`src/rtl/nv_cmd_seq_detect.sv`:
```
module nv_cmd_seq_detect #(
  parameter int AW = 15,
  parameter int MW = 14
) (
  input  logic          clk,
  input  logic          rst_n,
  input  logic          ce_n,
  input  logic          we_n,
  input  logic          oe_n,
  input  logic [AW-1:0] addr,
  input  logic          ctl_busy,
  output logic          store_req,
  output logic          recall_req,
  output logic          data_hiz,
  output logic          in_seq
);
  localparam int LAST_IDX = 5;
  localparam int CW = $clog2(LAST_IDX + 1);

  localparam logic [MW-1:0] KEY_STORE  = MW'(14'h0FC0);
  localparam logic [MW-1:0] KEY_RECALL = MW'(14'h0C63);

  function automatic logic [MW-1:0] key_at(input logic [CW-1:0] idx);
    case (idx)
      CW'(0):  key_at = MW'(14'h0E38);
      CW'(1):  key_at = MW'(14'h31C7);
      CW'(2):  key_at = MW'(14'h03E0);
      CW'(3):  key_at = MW'(14'h3C1F);
      CW'(4):  key_at = MW'(14'h303F);
      default: key_at = '0;
    endcase
  endfunction

  logic          ce_q;
  logic [CW-1:0] cnt;

  wire [MW-1:0] a_lo     = addr[MW-1:0];
  wire          rd_fall  = ce_q & ~ce_n & we_n & ~ctl_busy;
  wire          wr_abort = ~ce_n & ~we_n & ~ctl_busy;
  wire          at_last  = (cnt == CW'(LAST_IDX));
  wire          hit_next = ~at_last & (a_lo == key_at(cnt));
  wire          hit_head = (a_lo == key_at(CW'(0)));
  wire          is_store = at_last & (a_lo == KEY_STORE);
  wire          is_recal = at_last & (a_lo == KEY_RECALL);
  wire          is_cmd   = is_store | is_recal;

  wire unused_ok = &{1'b0, oe_n, addr[AW-1:MW]};

  assign in_seq = (cnt != '0);

  always_ff @(posedge clk) begin
    if (!rst_n) begin
      ce_q       <= 1'b1;
      cnt        <= '0;
      store_req  <= 1'b0;
      recall_req <= 1'b0;
      data_hiz   <= 1'b0;
    end else begin
      ce_q       <= ce_n;
      store_req  <= rd_fall & is_store;
      recall_req <= rd_fall & is_recal;
      if (ce_n)                 data_hiz <= 1'b0;
      else if (rd_fall & is_cmd) data_hiz <= 1'b1;
      if (wr_abort)             cnt <= '0;
      else if (rd_fall) begin
        if (is_cmd)             cnt <= '0;
        else if (hit_next)      cnt <= cnt + CW'(1);
        else                    cnt <= hit_head ? CW'(1) : '0;
      end
    end
  end
endmodule

```
`config.mk`:
```
export PLATFORM = sky130hd
export DESIGN_NAME = nv_cmd_seq_detect
export DESIGN_NICKNAME = d
export VERILOG_FILES = /design/src/rtl/nv_cmd_seq_detect.sv
export SDC_FILE = /design/constraint.sdc
export NUM_CORES = 1
export LEC_CHECK = 0
export BUFFER_PORTS_ARGS = -buffer_cell sky130_fd_sc_hd__buf_4
export CORE_UTILIZATION = 50
export DETAILED_ROUTE_END_ITERATION = 10
export PLACE_DENSITY = 0.84
export SYNTH_ARGS = -nofsm -noshare
export SYNTH_HDL_FRONTEND = slang
export SYNTH_SLANG_ARGS = --single-unit
```
`constraint.sdc`:
```
create_clock -name clk -period 3.6 [get_ports clk]
set_clock_uncertainty 0.15 [all_clocks]
set_input_delay 0.72 -clock clk [delete_from_list [all_inputs] [get_ports clk]]
set_output_delay 0.72 -clock clk [all_outputs]
set_load 0.03 [all_outputs]
```
### Word level (Yosys, flattened, before mapping)

Cells that the tools add are included.

* reduce and logical (&&, ||, !) cells: 4
* eq/ne operators: 9
* bitwise logic cells: 17
* multiplexer cells: 4
* add/subtract/negate cells: 1

Operator list (count)
* 14-bit case mux with 5 select lines: 1
* 14-bit by 12-bit equality test with 1-bit output (second input constant): 3
* 14-bit equality test: 1
* 1-bit bitwise AND: 11
* 3-bit by 2-bit equality test with 1-bit output (second input constant): 2
* 3-bit equality test (second input constant): 2
* 3-bit 2-to-1 mux: 2
* 1-bit inverter: 5
* 2-bit OR reduction: 2
* 3-bit by 1-bit adder with 3-bit output (second input constant): 1
* 3-bit by 1-bit equality test with 1-bit output (second input constant): 1
* 3-bit logical NOT: 1
* 3-bit nonzero test: 1
* 1-bit 2-to-1 mux: 1
* 1-bit bitwise OR: 1

* word-level logic and storage cells: 40
* input bits: 21
* register bits: 7

### Depth between registers and ports, before layout

Gate-level depths: netlist (run 1).

* word-level depth: 6
* mapped depth: 8
* depth with buffers taken out: 7

### Least setup slack after synthesis (run 1)

Ideal clock, no wire load.

* kind: register -> register
* start: reg cnt[0]
* end: reg cnt[0]
* path buffers: 1
* setup slack: 1.508 ns
* required time: 3.320 ns
* arrival time: 1.812 ns
* cell stages (with the launch flop): 9
* clock period less this slack: 2.092 ns
* path through: dfxtp_1 inv_1 ha_1 buf_4 nand2b_1 o311ai_1 mux2_2 a41oi_1 o2bb2ai_1

* longest elaborated chain between the ends: 6

Ends and longest elaborated chain
* from (decl): RTL line 35 `logic [CW-1:0] cnt;`
* from (signal assigned): RTL line 67 `else if (hit_next) cnt <= cnt + CW'(1);`
* from (signal assigned): RTL line 68 `else cnt <= hit_head ? CW'(1) : '0;`
* 3-bit equality test, or another cell as far along: RTL line 24 `case (idx)`
* 14-bit case mux with 5 select lines: RTL line 24
* 14-bit equality test: RTL line 41 `wire hit_next = ~at_last & (a_lo == key_at(cnt));`
* 1-bit bitwise AND: RTL line 41
* 3-bit 2-to-1 mux: RTL line 67
* 3-bit 2-to-1 mux (*): RTL line 66 `if (is_cmd) cnt <= '0;`

Every way passes the cells marked *; elsewhere a longest branch is shown, timed or not.
A chain may end at the register's enable or synchronous reset.

### Worst setup path in the final report (run 1)

* start: reg cnt[0]
* end: out in_seq

* longest elaborated chain between the ends: 1

Ends and longest elaborated chain
* 3-bit nonzero test: RTL line 49 `assign in_seq = (cnt != '0);`
* to (decl): RTL line 15 `output logic in_seq`

Every way passes these cells.

==> results of run 1 <==
## sequential cells by signal, indices dropped and copies added (netlist names)
register / count
cnt: 3
ce_q: 1
data_hiz: 1
recall_req: 1
store_req: 1
## worst register-to-register path: cells and delay by family (launching register included)
kind	cells	cell delay, ns
AOI/OAI and AO/OA	3	0.64
adders and majority gates	2	0.43
buffers and inverters	1	0.04
DFF	1	0.39
muxes	1	0.42
## worst max path at each step
| stage | endpoint | slack (ns) | depth (start not counted) | from |
|---|---|---|---|---|
| finish | in_seq | 1.34 | 4 | cnt[0] |
| global route | in_seq | 1.24 | 4 | cnt[0] |
| CTS | in_seq | 1.34 | 4 | cnt[0] |
| detailed placement | cnt[0] | 1.29 | 6 | addr[6] |
| global placement | cnt[0] | 1.30 | 6 | addr[6] |
| floorplan | cnt[0] | 1.51 | 8 | cnt[0] |
## cell usage in the layout, fill, tap and decap left out, drive strengths merged, types with 4 or more instances in the layout
cell type	netlist	final
a21oi	5	5
dfxtp	7	7
nand2	9	9
nand3	4	4
nor2	10	10
inv	6	6
ha	5	5
nor3	4	4
clkbuf	0	4
buf	2	22
## report_power, final
part | total (mW) | leakage, nW | switching (mW) | internal [mW]
registers | 0.0783 | 0.0567 | 0.000123 | 0.0782
clock network | 0.0703 | 0.0150 | 0.0281 | 0.0422
logic | 0.0349 | 0.271 | 0.0152 | 0.0197
total | 0.184 | 0.343 | 0.0434 | 0.140
## metrics by stage
step           cells  setup slack (ns)  hold WS [ns]
2_1_floorplan     88              1.51         0.315
3_3_place_gp     122              1.30         0.319
3_5_place_dp     122              1.29         0.322
4_1_cts          126              1.34         0.333
5_1_grt          126              1.24         0.348
6_report         126              1.34         0.332
## per-layer routing
layer	vias up	GRT usage	wire length, um
met5	-	0	0
met4	0	0.0603	9
met3	2	0.0578	64
met2	13	0.404	795
met1	343	0.299	766
li1	373	-	-
## logic make-up after synthesis
logic type,Yosys count,synth area share
flip-flops,7,0.204
adder cells (fa/ha/maj),5,0.0912
AND/OR/NAND/NOR,50,0.422
AO/OA/AOI/OAI,17,0.212
buffers and inverters,8,0.0547
multiplexers,1,0.0164
## area by class of cell
| class | count | area, um^2 |
|---|---|---|
| Inverter | 6 | 22.5 |
| Sequential cell | 7 | 140 |
| Clock buffer | 4 | 26.3 |
| Tap cell | 14 | 17.5 |
| Multi-Input combinational cell | 73 | 508 |
| Timing Repair Buffer | 22 | 165 |
| Fill cell | 97 | 307 |
==> flow_results.xml, run 1 <==
<?xml version="1.0" encoding="UTF-8"?>
<metrics>
  <group name="setup_path">
    <metric name="setup.reg_to_reg.worst_slack" unit="ns">1.40</metric>
    <metric name="timing.setup.critical_path_class" unit="">flop to output port</metric>
    <metric name="cp_delay_by_family_top" unit="">flip-flops</metric>
    <metric name="highest_delay_cell_along_the_critical_path" unit="">dfxtp_1</metric>
    <metric name="rr_worst_depth" unit="">7</metric>
    <metric name="critical_path.n_buffers_inverters" unit="">2</metric>
    <metric name="launch_point_of_the_worst_reg_to_reg_path" unit="">cnt[0]</metric>
    <metric name="critical_path.reg2reg.endpoint" unit="">cnt[0]</metric>
    <metric name="critical_path_required" unit="ns">2.73</metric>
    <metric name="worst-path-max-fanout" unit="">9</metric>
    <metric name="largest_stage_delay_on_the_critical_path" unit="ns">0.39</metric>
    <metric name="cp_cell_sequence" unit="">inv_1 &gt; ha_1 &gt; nand2b_1 &gt; buf_4</metric>
    <metric name="endpoint_kind" unit="">output port</metric>
    <metric name="critical_path_at" unit="ns">1.39</metric>
    <metric name="worst_setup_start_kind" unit="">flop</metric>
  </group>
  <group name="synthesis">
    <metric name="mappedNetlistArea" unit="um^2">686</metric>
    <metric name="synth_seq_area_share" unit="">0.204</metric>
    <metric name="synthesis.nets" unit="">114</metric>
    <metric name="post-synth-top-count-cell" unit="">nor2_1</metric>
    <metric name="synth_top_area_share" unit="">0.204</metric>
    <metric name="yosys-top-cells-area" unit="">dfxtp_1 (20%), ha_1 (9.1%), nor2_1 (5.5%)</metric>
    <metric name="syn-instance-count" unit="">88</metric>
    <metric name="post-synth-top-area-cell" unit="">dfxtp_1</metric>
    <metric name="synth_edf_count" unit="">0</metric>
    <metric name="synth_common_cells" unit="">nor2_1 (10), nand2_1 (9), dfxtp_1 (7)</metric>
    <metric name="synthDistinctLibCells" unit="">37</metric>
    <metric name="synth.avg_cell_area" unit="um^2">7.79</metric>
    <metric name="ys_seq_elements" unit="">7</metric>
    <metric name="synth.yosys.warnings" unit="">0</metric>
    <metric name="asyncSetResetFlopFracSynth" unit="">0</metric>
    <metric name="synthFlopType" unit="">dfxtp_1</metric>
  </group>
  <group name="detailed_routing">
    <metric name="vias_per_cell" unit="">5.80</metric>
    <metric name="initialDrtViolationCount" unit="">17</metric>
    <metric name="routed-via-count" unit="">731</metric>
    <metric name="dr.pass1.iters" unit="">4</metric>
    <metric name="route.detailed.drc" unit="">0</metric>
    <metric name="routed_wirelength" unit="mm">1.64</metric>
    <metric name="post_drt_wl_per_cell" unit="um">13.0</metric>
    <metric name="drt.antenna.violating_nets" unit="">0</metric>
  </group>
  <group name="floorplan">
    <metric name="start_util" unit="">0.578</metric>
    <metric name="design.die.area" unit="um^2">1520</metric>
    <metric name="floorplan.core_area" unit="um^2">1190</metric>
    <metric name="dieHeight" unit="um">39.0</metric>
    <metric name="io-pin-count" unit="">25</metric>
    <metric name="die_w" unit="um">39.0</metric>
    <metric name="placement_rows" unit="">12</metric>
  </group>
  <group name="sta">
    <metric name="timing.max_slew.rel_slack" unit="">0.646</metric>
    <metric name="finalSetupTns" unit="ns">0</metric>
    <metric name="setup-violations-final" unit="">0</metric>
    <metric name="finalHoldViolCount" unit="">0</metric>
    <metric name="final_max_slew_viol_count" unit="">0</metric>
    <metric name="grt_setup_unrepaired" unit="">no</metric>
    <metric name="max_clock_freq" unit="MHz">443</metric>
    <metric name="finalCriticalPeriod" unit="ns">2.26</metric>
    <metric name="timing.final.crit_share" unit="">0.627</metric>
    <metric name="worst_slew_pin_slew" unit="ns">0.526</metric>
  </group>
  <group name="placement">
    <metric name="port-buffer-count" unit="">22</metric>
    <metric name="gp_congestion" unit="">0.824</metric>
    <metric name="post_dp_cell_area" unit="um^2">853</metric>
    <metric name="place.detailed.hpwl" unit="mm">1.32</metric>
  </group>
  <group name="grt">
    <metric name="wire_length_of_the_first_global_routing_pass" unit="mm">2.50</metric>
    <metric name="pin_count_of_the_biggest_net_entering_global_routing" unit="">12</metric>
    <metric name="groute.usage.overall" unit="">0.239</metric>
    <metric name="grt_antenna_before_repair" unit="">0</metric>
    <metric name="number_of_global_route_vias_before_repair" unit="">624</metric>
    <metric name="global_route.overflow_total" unit="">0</metric>
  </group>
  <group name="clock_network">
    <metric name="h_tree_level_count" unit="">1</metric>
    <metric name="tritoncts.num_buffers" unit="">3</metric>
    <metric name="cts-root-to-sink-buffers" unit="">2</metric>
    <metric name="clock_tree.root_cell" unit="">clkbuf_4</metric>
    <metric name="clock_insertion_delay_worst_skew" unit="ns">0.25</metric>
    <metric name="cts.repair_timing.setup_buffer_count" unit="">0</metric>
    <metric name="clkSinkCount" unit="">7</metric>
    <metric name="quantity_of_gates_resized_following_cts" unit="">0</metric>
    <metric name="postCtsHoldBufs" unit="">0</metric>
    <metric name="cts_tree" unit="">done</metric>
    <metric name="worst_setup_hold_path_clk_slew" unit="ns">0.05</metric>
  </group>
  <group name="power_and_ir_drop">
    <metric name="power.static_leakage" unit="nW">0.343</metric>
    <metric name="power" unit="mW">0.184</metric>
    <metric name="power.density" unit="nW/um^2">209</metric>
    <metric name="ir_worst_vdd" unit="mV">0.191</metric>
  </group>
  <group name="hold_path">
    <metric name="hold_path_depth" unit="">2</metric>
    <metric name="worstHoldPathType" unit="">flop to flop</metric>
    <metric name="timing.hold.worst_endpoint" unit="">data_hiz</metric>
    <metric name="start_point_of_the_worst_hold_path" unit="">data_hiz</metric>
  </group>
  <group name="flow_run">
    <metric name="drv.max_cap_violation_count" unit="">0</metric>
  </group>
  <group name="final_layout">
    <metric name="area.growth.synth_to_final" unit="%">28.3</metric>
    <metric name="post_route_cells_drive_above_1_share" unit="">0.313</metric>
    <metric name="core_occupancy_in_the_finished_layout" unit="">0.742</metric>
    <metric name="fin_nets" unit="">139</metric>
    <metric name="post-route-cell-area" unit="um^2">880</metric>
    <metric name="insertedDiodeCount" unit="">0</metric>
  </group>
  <group name="status">
    <metric name="run_status" unit="">completed</metric>
  </group>
</metrics>
(Power assumes the default switching activity.)
==> run 2, diff against run 1 <==
--- a/config.mk
+++ b/config.mk
@@ -5,10 +5,12 @@
 export SDC_FILE = /design/constraint.sdc
 export NUM_CORES = 1
 export LEC_CHECK = 0
+export ABC_AREA = 1
 export BUFFER_PORTS_ARGS = -buffer_cell sky130_fd_sc_hd__buf_4
-export CORE_UTILIZATION = 50
+export CORE_ASPECT_RATIO = 0.9
+export CORE_UTILIZATION = 48
 export DETAILED_ROUTE_END_ITERATION = 10
-export PLACE_DENSITY = 0.84
+export PLACE_DENSITY = 0.8
 export SYNTH_ARGS = -nofsm -noshare
 export SYNTH_HDL_FRONTEND = slang
 export SYNTH_SLANG_ARGS = --single-unit
==> constraint.sdc (replaced) <==
create_clock -name clk -period 2.15 [get_ports clk]
set_clock_uncertainty 0.15 [all_clocks]
set_input_delay 0.43 -clock clk [delete_from_list [all_inputs] [get_ports clk]]
set_output_delay 0.43 -clock clk [all_outputs]
set_load 0.03 [all_outputs]
==> run 2 against run 1 <==
Against the previous run:
- count of clock-buffer cells in the layout stayed put
- synthesized cell count is 43% higher
- sequential share of layout area is 0.98 points lower
- clock power is 59% higher
- die area is 11% higher
- critical path depth is 9 higher
- worst hold slack worse by 0.087 ns
- via count is 15% higher
- critical endpoint is now cnt[2]
==> flow_results.xml, run 2 <==
<?xml version="1.0" encoding="UTF-8"?>
<metrics>
  <group name="power_and_ir_drop">
    <metric name="power.density" unit="nW/um^2">325</metric>
    <metric name="power.static_leakage" unit="nW">0.481</metric>
    <metric name="power" unit="mW">0.308</metric>
    <metric name="ir_worst_vdd" unit="mV">0.229</metric>
  </group>
  <group name="sta">
    <metric name="max_clock_freq" unit="MHz">530</metric>
    <metric name="final_max_slew_viol_count" unit="">0</metric>
    <metric name="setup-violations-final" unit="">0</metric>
    <metric name="setup_slack" unit="ns">0.263</metric>
    <metric name="timing.max_slew.rel_slack" unit="">0.729</metric>
    <metric name="whs" unit="ns">0.245</metric>
    <metric name="finalSetupTns" unit="ns">0</metric>
    <metric name="grt_setup_unrepaired" unit="">no</metric>
    <metric name="timing.final.crit_share" unit="">0.877</metric>
    <metric name="finalHoldViolCount" unit="">0</metric>
    <metric name="finalCriticalPeriod" unit="ns">1.89</metric>
    <metric name="worst_slew_pin_slew" unit="ns">0.404</metric>
  </group>
  <group name="setup_path">
    <metric name="timing.setup.critical_path_class" unit="">flop to flop</metric>
    <metric name="launch_point_of_the_worst_reg_to_reg_path" unit="">cnt[1]</metric>
    <metric name="setup.reg_to_reg.worst_slack" unit="ns">0.26</metric>
    <metric name="critical_path.reg2reg.endpoint" unit="">cnt[2]</metric>
    <metric name="endpoint_kind" unit="">flop</metric>
    <metric name="worst-path-max-fanout" unit="">5</metric>
    <metric name="critical_path_required" unit="ns">2.18</metric>
    <metric name="rr_worst_depth" unit="">13</metric>
    <metric name="worst_setup_start_kind" unit="">flop</metric>
    <metric name="critical_path_at" unit="ns">1.92</metric>
  </group>
  <group name="clock_network">
    <metric name="clock_insertion_delay_worst_skew" unit="ns">0.24</metric>
    <metric name="h_tree_level_count" unit="">1</metric>
    <metric name="cts.repair_timing.setup_buffer_count" unit="">0</metric>
    <metric name="clkSinkCount" unit="">7</metric>
    <metric name="tritoncts.num_buffers" unit="">3</metric>
    <metric name="clock_tree.root_cell" unit="">clkbuf_4</metric>
    <metric name="cts_tree" unit="">done</metric>
    <metric name="cts-root-to-sink-buffers" unit="">2</metric>
    <metric name="worst_setup_hold_path_clk_slew" unit="ns">0.05</metric>
  </group>
  <group name="final_layout">
    <metric name="most_frequent_cells_in_the_layout" unit="">nand2_1 (40), buf_4 (22), inv_1 (20)</metric>
    <metric name="multi_input_area" unit="um^2">513</metric>
    <metric name="largest_register_ffs" unit="">3</metric>
    <metric name="final_common_cell" unit="">nand2_1</metric>
    <metric name="insertedDiodeCount" unit="">0</metric>
    <metric name="regMostFlops" unit="">cnt</metric>
    <metric name="post_route_cells_drive_above_1_share" unit="">0.250</metric>
    <metric name="fin_nets" unit="">179</metric>
    <metric name="filler_cell_count" unit="">141</metric>
    <metric name="seqCellArea" unit="um^2">141</metric>
    <metric name="area.growth.synth_to_final" unit="%">28.8</metric>
  </group>
  <group name="grt">
    <metric name="wire_length_of_the_first_global_routing_pass" unit="mm">2.64</metric>
    <metric name="global_route.overflow_total" unit="">0</metric>
    <metric name="grt_antenna_before_repair" unit="">0</metric>
    <metric name="number_of_global_route_vias_before_repair" unit="">736</metric>
    <metric name="pin_count_of_the_biggest_net_entering_global_routing" unit="">9</metric>
    <metric name="groute.usage.overall" unit="">0.217</metric>
  </group>
  <group name="floorplan">
    <metric name="start_util" unit="">0.513</metric>
    <metric name="die_w" unit="um">43.2</metric>
    <metric name="design.die.area" unit="um^2">1690</metric>
    <metric name="io-pin-count" unit="">25</metric>
    <metric name="dieHeight" unit="um">39.1</metric>
    <metric name="placement_rows" unit="">13</metric>
    <metric name="floorplan.core_area" unit="um^2">1430</metric>
  </group>
  <group name="synthesis">
    <metric name="post-synth-top-count-cell" unit="">nand2_1</metric>
    <metric name="synth.mux.area_fraction" unit="">0</metric>
    <metric name="synthFlopType" unit="">dfxtp_1</metric>
    <metric name="yosys-top-cells-area" unit="">nand2_1 (20%), dfxtp_1 (19%), inv_1 (10%)</metric>
    <metric name="synth_xor_area_frac" unit="">0</metric>
    <metric name="synth.yosys.warnings" unit="">0</metric>
    <metric name="synthSimpleGateAreaFrac" unit="">0.557</metric>
    <metric name="adder_and_majority_cell_fraction_of_the_synthesized_area" unit="">0.0852</metric>
    <metric name="syn-instance-count" unit="">126</metric>
    <metric name="synth.avg_cell_area" unit="um^2">5.83</metric>
    <metric name="dominant_combinational_cell_family_by_area_after_synthesis" unit="">simple AND/OR/NAND/NOR gates</metric>
    <metric name="synth_seq_area_share" unit="">0.191</metric>
    <metric name="asyncSetResetFlopFracSynth" unit="">0</metric>
    <metric name="synth_top_area_share" unit="">0.204</metric>
    <metric name="mappedNetlistArea" unit="um^2">734</metric>
    <metric name="post-synth-top-area-cell" unit="">nand2_1</metric>
    <metric name="synth_edf_count" unit="">0</metric>
    <metric name="synth_common_cells" unit="">nand2_1 (40), inv_1 (20), nand3_1 (13)</metric>
    <metric name="synthDistinctLibCells" unit="">21</metric>
    <metric name="synth_compound_gate_area_share" unit="">0.0562</metric>
    <metric name="ys_seq_elements" unit="">7</metric>
    <metric name="synthesis.nets" unit="">152</metric>
  </group>
  <group name="placement">
    <metric name="port-buffer-count" unit="">22</metric>
    <metric name="gp_congestion" unit="">0.828</metric>
    <metric name="preCtsSetupSlack" unit="ns">0.249</metric>
    <metric name="place.detailed.hpwl" unit="mm">1.41</metric>
  </group>
  <group name="detailed_routing">
    <metric name="routed_wirelength" unit="mm">1.64</metric>
    <metric name="initialDrtViolationCount" unit="">14</metric>
    <metric name="post_drt_wl_per_cell" unit="um">9.82</metric>
    <metric name="route.detailed.drc" unit="">0</metric>
    <metric name="sum_of_routed_wire_segments_on_met1" unit="um">775</metric>
    <metric name="routed-wl-met2" unit="um">795</metric>
    <metric name="routed-via-count" unit="">843</metric>
    <metric name="dr.pass1.iters" unit="">4</metric>
    <metric name="vias_per_cell" unit="">5.05</metric>
    <metric name="topRoutingLayerUsed" unit="">met4</metric>
    <metric name="drt.antenna.violating_nets" unit="">0</metric>
    <metric name="met3RoutedLength" unit="um">57</metric>
  </group>
  <group name="hold_path">
    <metric name="timing.hold.worst_endpoint" unit="">ce_q</metric>
    <metric name="start_point_of_the_worst_hold_path" unit="">rst_n</metric>
    <metric name="worstHoldPathType" unit="">primary input to flop</metric>
    <metric name="hold_path_depth" unit="">2</metric>
  </group>
  <group name="status">
    <metric name="run_status" unit="">completed</metric>
  </group>
  <group name="flow_run">
    <metric name="drv.max_cap_violation_count" unit="">0</metric>
  </group>
</metrics>
## run 2: cell types whose count changed after synthesis, sizes merged, moves of 2 or more
cell and change:
nand2b -3, inv +15, or4 -3, buf -2
nor2b -3, or3 -2, and2 -2, nor2 +3
nand2 +36, nor4 +2, nand3 +11
## run 2: timing repair
item | 4_1_cts | 5_1_grt
hold buffers | 0 | 0
gates resized for setup | 0 | 1
setup endpoints to repair | 0 | 1
## run 2: cells by family (layout without fill, tap and decap cells)
family | count (synthesis) | in the layout
buffers and inverters | 21 | 47
DFF | 7 | 7
AOI/OAI and AO/OA | 7 | 7
adders and majority gates | 5 | 5
and+or+nand+nor | 86 | 86
## run 2: cell type report
class                      instances  share of cell area
timing repair buffer              22               0.175
tap                               15              0.0198
clock buffer                       4              0.0278
inverter                          21              0.0860
multi-input combinational         98               0.542
sequential                         7               0.149
## run 2: worst max path at each step
stage	from	to	slack, ns	cells past startpoint
global placement	cnt[0]	cnt[2]	0.27	13
global route	cnt[1]	cnt[2]	0.05	13
floorplan	cnt[0]	cnt[2]	0.42	13
detailed placement	cnt[0]	cnt[2]	0.25	13
CTS	cnt[0]	cnt[2]	0.23	13
finish	cnt[1]	cnt[2]	0.26	13
## run 2: critical path, cell delays in order (launching register included)
cell	delay, ns
dfxtp_1	0.37
inv_1	0.08
ha_1	0.23
inv_1	0.16
nand2_1	0.06
nand2_1	0.09
nand3_1	0.07
nand2_1	0.10
inv_1	0.05
nor2_1	0.10
nand3_2	0.09
nor2_1	0.09
nand2_1	0.07
a21oi_2	0.11
## run 2: power by group
| part | internal, mW | total, mW | switching (mW) |
|---|---|---|---|
| Clock | 0.0704 | 0.112 | 0.0416 |
| Sequential | 0.131 | 0.131 | 0.000276 |
| Combinational | 0.0318 | 0.0644 | 0.0326 |
| Total | 0.233 | 0.308 | 0.0745 |
## run 2: metrics by stage
stage          cell area (um^2)  utilization  instances
6_report                    946        0.661        167
3_3_place_gp                918        0.642        163
4_1_cts                     945        0.660        167
2_1_floorplan               734            -        126
3_5_place_dp                918        0.642        163
5_1_grt                     946        0.661        167
## run 2: per-layer routing
layer	vias up	track usage
met4	0	0.114
met3	2	0.0280
met2	20	0.410
met5	-	0
met1	364	0.238
li1	457	-
==> run 3, diff against run 2 <==
--- a/config.mk
+++ b/config.mk
@@ -5,12 +5,11 @@
 export SDC_FILE = /design/constraint.sdc
 export NUM_CORES = 1
 export LEC_CHECK = 0
-export ABC_AREA = 1
 export BUFFER_PORTS_ARGS = -buffer_cell sky130_fd_sc_hd__buf_4
 export CORE_ASPECT_RATIO = 0.9
-export CORE_UTILIZATION = 48
+export CORE_UTILIZATION = 45
 export DETAILED_ROUTE_END_ITERATION = 10
-export PLACE_DENSITY = 0.8
+export PLACE_DENSITY = 0.77
 export SYNTH_ARGS = -nofsm -noshare
 export SYNTH_HDL_FRONTEND = slang
 export SYNTH_SLANG_ARGS = --single-unit
==> run 3 against run 2 <==
Against the previous run:
- core utilization rose by 3.9 points
- flip-flop and latch count did not move
- first-iteration DRC count fell by 50%
- count of clock-buffer cells in the layout did not move
- non-clock buffer count rose by 4
- global-route usage rose by 1.9 points
- critical path depth fell by 6
- fmax fell by 7.9%
- cell area fell by 2.2%
- via count fell by 12%
- routed wire length rose by 6.0%
==> flow_results.xml, run 3 (same netlist as run 1, synthesis figures left out) <==
<?xml version="1.0" encoding="UTF-8"?>
<metrics>
  <group name="setup_path">
    <metric name="worst-path-max-fanout" unit="">9</metric>
    <metric name="worst_setup_start_kind" unit="">flop</metric>
    <metric name="launch_point_of_the_worst_reg_to_reg_path" unit="">cnt[0]</metric>
    <metric name="setup.reg_to_reg.worst_slack" unit="ns">0.10</metric>
    <metric name="endpoint_kind" unit="">flop</metric>
    <metric name="rr_worst_depth" unit="">7</metric>
    <metric name="critical_path.startpoint" unit="">cnt[0]</metric>
    <metric name="crit_end" unit="">cnt[0]</metric>
    <metric name="critical_path.reg2reg.endpoint" unit="">cnt[0]</metric>
    <metric name="critical_path_required" unit="ns">2.17</metric>
    <metric name="critical_path_at" unit="ns">2.07</metric>
    <metric name="timing.setup.critical_path_class" unit="">flop to flop</metric>
  </group>
  <group name="grt">
    <metric name="global_route.overflow_total" unit="">0</metric>
    <metric name="number_of_global_route_vias_before_repair" unit="">639</metric>
    <metric name="pin_count_of_the_biggest_net_entering_global_routing" unit="">11</metric>
    <metric name="wire_length_of_the_first_global_routing_pass" unit="mm">2.84</metric>
    <metric name="groute.usage.overall" unit="">0.236</metric>
    <metric name="grt_antenna_before_repair" unit="">0</metric>
  </group>
  <group name="detailed_routing">
    <metric name="dr.pass1.iters" unit="">4</metric>
    <metric name="route.detailed.drc" unit="">0</metric>
    <metric name="routed_wirelength" unit="mm">1.74</metric>
    <metric name="routed-via-count" unit="">746</metric>
    <metric name="initialDrtViolationCount" unit="">7</metric>
    <metric name="post_drt_wl_per_cell" unit="um">13.4</metric>
    <metric name="vias_per_cell" unit="">5.74</metric>
    <metric name="drt.antenna.violating_nets" unit="">0</metric>
  </group>
  <group name="final_layout">
    <metric name="regMostFlops" unit="">cnt</metric>
    <metric name="fin_nets" unit="">143</metric>
    <metric name="most_frequent_cells_in_the_layout" unit="">buf_4 (26), nor2_1 (10), nand2_1 (9)</metric>
    <metric name="area.growth.synth_to_final" unit="%">34.9</metric>
    <metric name="largest_register_ffs" unit="">3</metric>
    <metric name="filler_cell_count" unit="">114</metric>
    <metric name="insertedDiodeCount" unit="">0</metric>
    <metric name="post_route_cells_drive_above_1_share" unit="">0.379</metric>
    <metric name="core_occupancy_in_the_finished_layout" unit="">0.700</metric>
    <metric name="final_common_cell" unit="">buf_4</metric>
  </group>
  <group name="floorplan">
    <metric name="placement_rows" unit="">12</metric>
    <metric name="die_w" unit="um">43.1</metric>
    <metric name="start_util" unit="">0.519</metric>
    <metric name="design.die.area" unit="um^2">1680</metric>
    <metric name="io-pin-count" unit="">25</metric>
    <metric name="dieHeight" unit="um">39.0</metric>
    <metric name="floorplan.core_area" unit="um^2">1320</metric>
  </group>
  <group name="placement">
    <metric name="gp_congestion" unit="">0.872</metric>
    <metric name="place.detailed.hpwl" unit="mm">1.38</metric>
    <metric name="port-buffer-count" unit="">22</metric>
  </group>
  <group name="clock_network">
    <metric name="clkSinkCount" unit="">7</metric>
    <metric name="tritoncts.num_buffers" unit="">3</metric>
    <metric name="cts_tree" unit="">done</metric>
    <metric name="worst_setup_hold_path_clk_slew" unit="ns">0.05</metric>
    <metric name="clock_tree.root_cell" unit="">clkbuf_4</metric>
    <metric name="quantity_of_gates_resized_following_cts" unit="">2</metric>
    <metric name="cts.repair_timing.setup_buffer_count" unit="">0</metric>
    <metric name="h_tree_level_count" unit="">1</metric>
    <metric name="cts-root-to-sink-buffers" unit="">2</metric>
    <metric name="postCtsHoldBufs" unit="">0</metric>
    <metric name="clock_insertion_delay_worst_skew" unit="ns">0.25</metric>
  </group>
  <group name="sta">
    <metric name="finalHoldViolCount" unit="">0</metric>
    <metric name="final_max_slew_viol_count" unit="">0</metric>
    <metric name="finalCriticalPeriod" unit="ns">2.05</metric>
    <metric name="grt_setup_unrepaired" unit="">no</metric>
    <metric name="worst_slew_pin_slew" unit="ns">0.560</metric>
    <metric name="whs" unit="ns">0.258</metric>
    <metric name="setup-violations-final" unit="">0</metric>
    <metric name="timing.max_slew.rel_slack" unit="">0.624</metric>
    <metric name="finalSetupTns" unit="ns">0</metric>
    <metric name="timing.final.crit_share" unit="">0.953</metric>
    <metric name="max_clock_freq" unit="MHz">488</metric>
  </group>
  <group name="status">
    <metric name="run_status" unit="">completed</metric>
  </group>
  <group name="flow_run">
    <metric name="drv.max_cap_violation_count" unit="">0</metric>
  </group>
  <group name="power_and_ir_drop">
    <metric name="power.static_leakage" unit="nW">0.363</metric>
    <metric name="ir_worst_vdd" unit="mV">0.513</metric>
    <metric name="power.density" unit="nW/um^2">334</metric>
  </group>
  <group name="hold_path">
    <metric name="worstHoldPathType" unit="">primary input to flop</metric>
    <metric name="start_point_of_the_worst_hold_path" unit="">rst_n</metric>
  </group>
</metrics>
[run 3: cell types whose count changed in the layout (fill, tap and decap cells not counted), moves of 4 or more]
| cell | before | now |
|---|---|---|
| nand3_1 | 13 | 4 |
| nand2_2 | 4 | 0 |
| buf_4 | 22 | 26 |
| inv_1 | 20 | 6 |
| nand2_1 | 40 | 9 |
[run 3: how the worst min path moves through the flow]
stage,cells past startpoint,to,slack [ns]
final,2,ce_q,0.26
after global routing,2,ce_q,0.27
after CTS,2,ce_q,0.26
after detailed placement,2,data_hiz,0.32
after global placement,2,data_hiz,0.30
after floorplan,2,cnt[1],0.31
[run 3: routing by layer]
metal	up-vias	track usage	wire, um
met5	-	0	0
met4	0	0.0455	34
met3	4	0.0748	88
met2	20	0.410	831
met1	339	0.287	786
li1	383	-	-
[run 3: worst max-delay path: stages, from the launching register on]
cell and delay (ns):
dfxtp_2 0.34, inv_1 0.09, ha_2 0.28, nor2b_1 0.09
or4_4 0.54, a2bb2oi_4 0.21, a41oi_2 0.13, o2bb2ai_1 0.16
[run 3: through the flow]
step | worst slack, ns | cell area (um^2) | power, mW | cells
finish | 0.101 | 925 | 0.309 | 130
global route | 0.00805 | 925 | 0.322 | 130
CTS | 0.0204 | 913 | 0.310 | 130
detailed placement | 0.00512 | 883 | 0.193 | 126
global placement | 0.0985 | 883 | 0.191 | 126
floorplan | 0.0583 | 686 | 0.154 | 88
[run 3: cell type report]
type	count	area [um^2]	share of cell area
clock buffer	4	26.3	0.0284
inverter	6	22.5	0.0244
multi-input combinational	73	520	0.563
sequential	7	143	0.154
tap	14	17.5	0.0189
timing repair buffer	26	195	0.211
[run 3: where the power goes]
part | internal, mW | switching, mW | leakage (nW)
Sequential | 0.131 | 0.000249 | 0.0577
Clock | 0.0707 | 0.0469 | 0.0150
Combinational | 0.0338 | 0.0265 | 0.290
Total | 0.235 | 0.0736 | 0.363
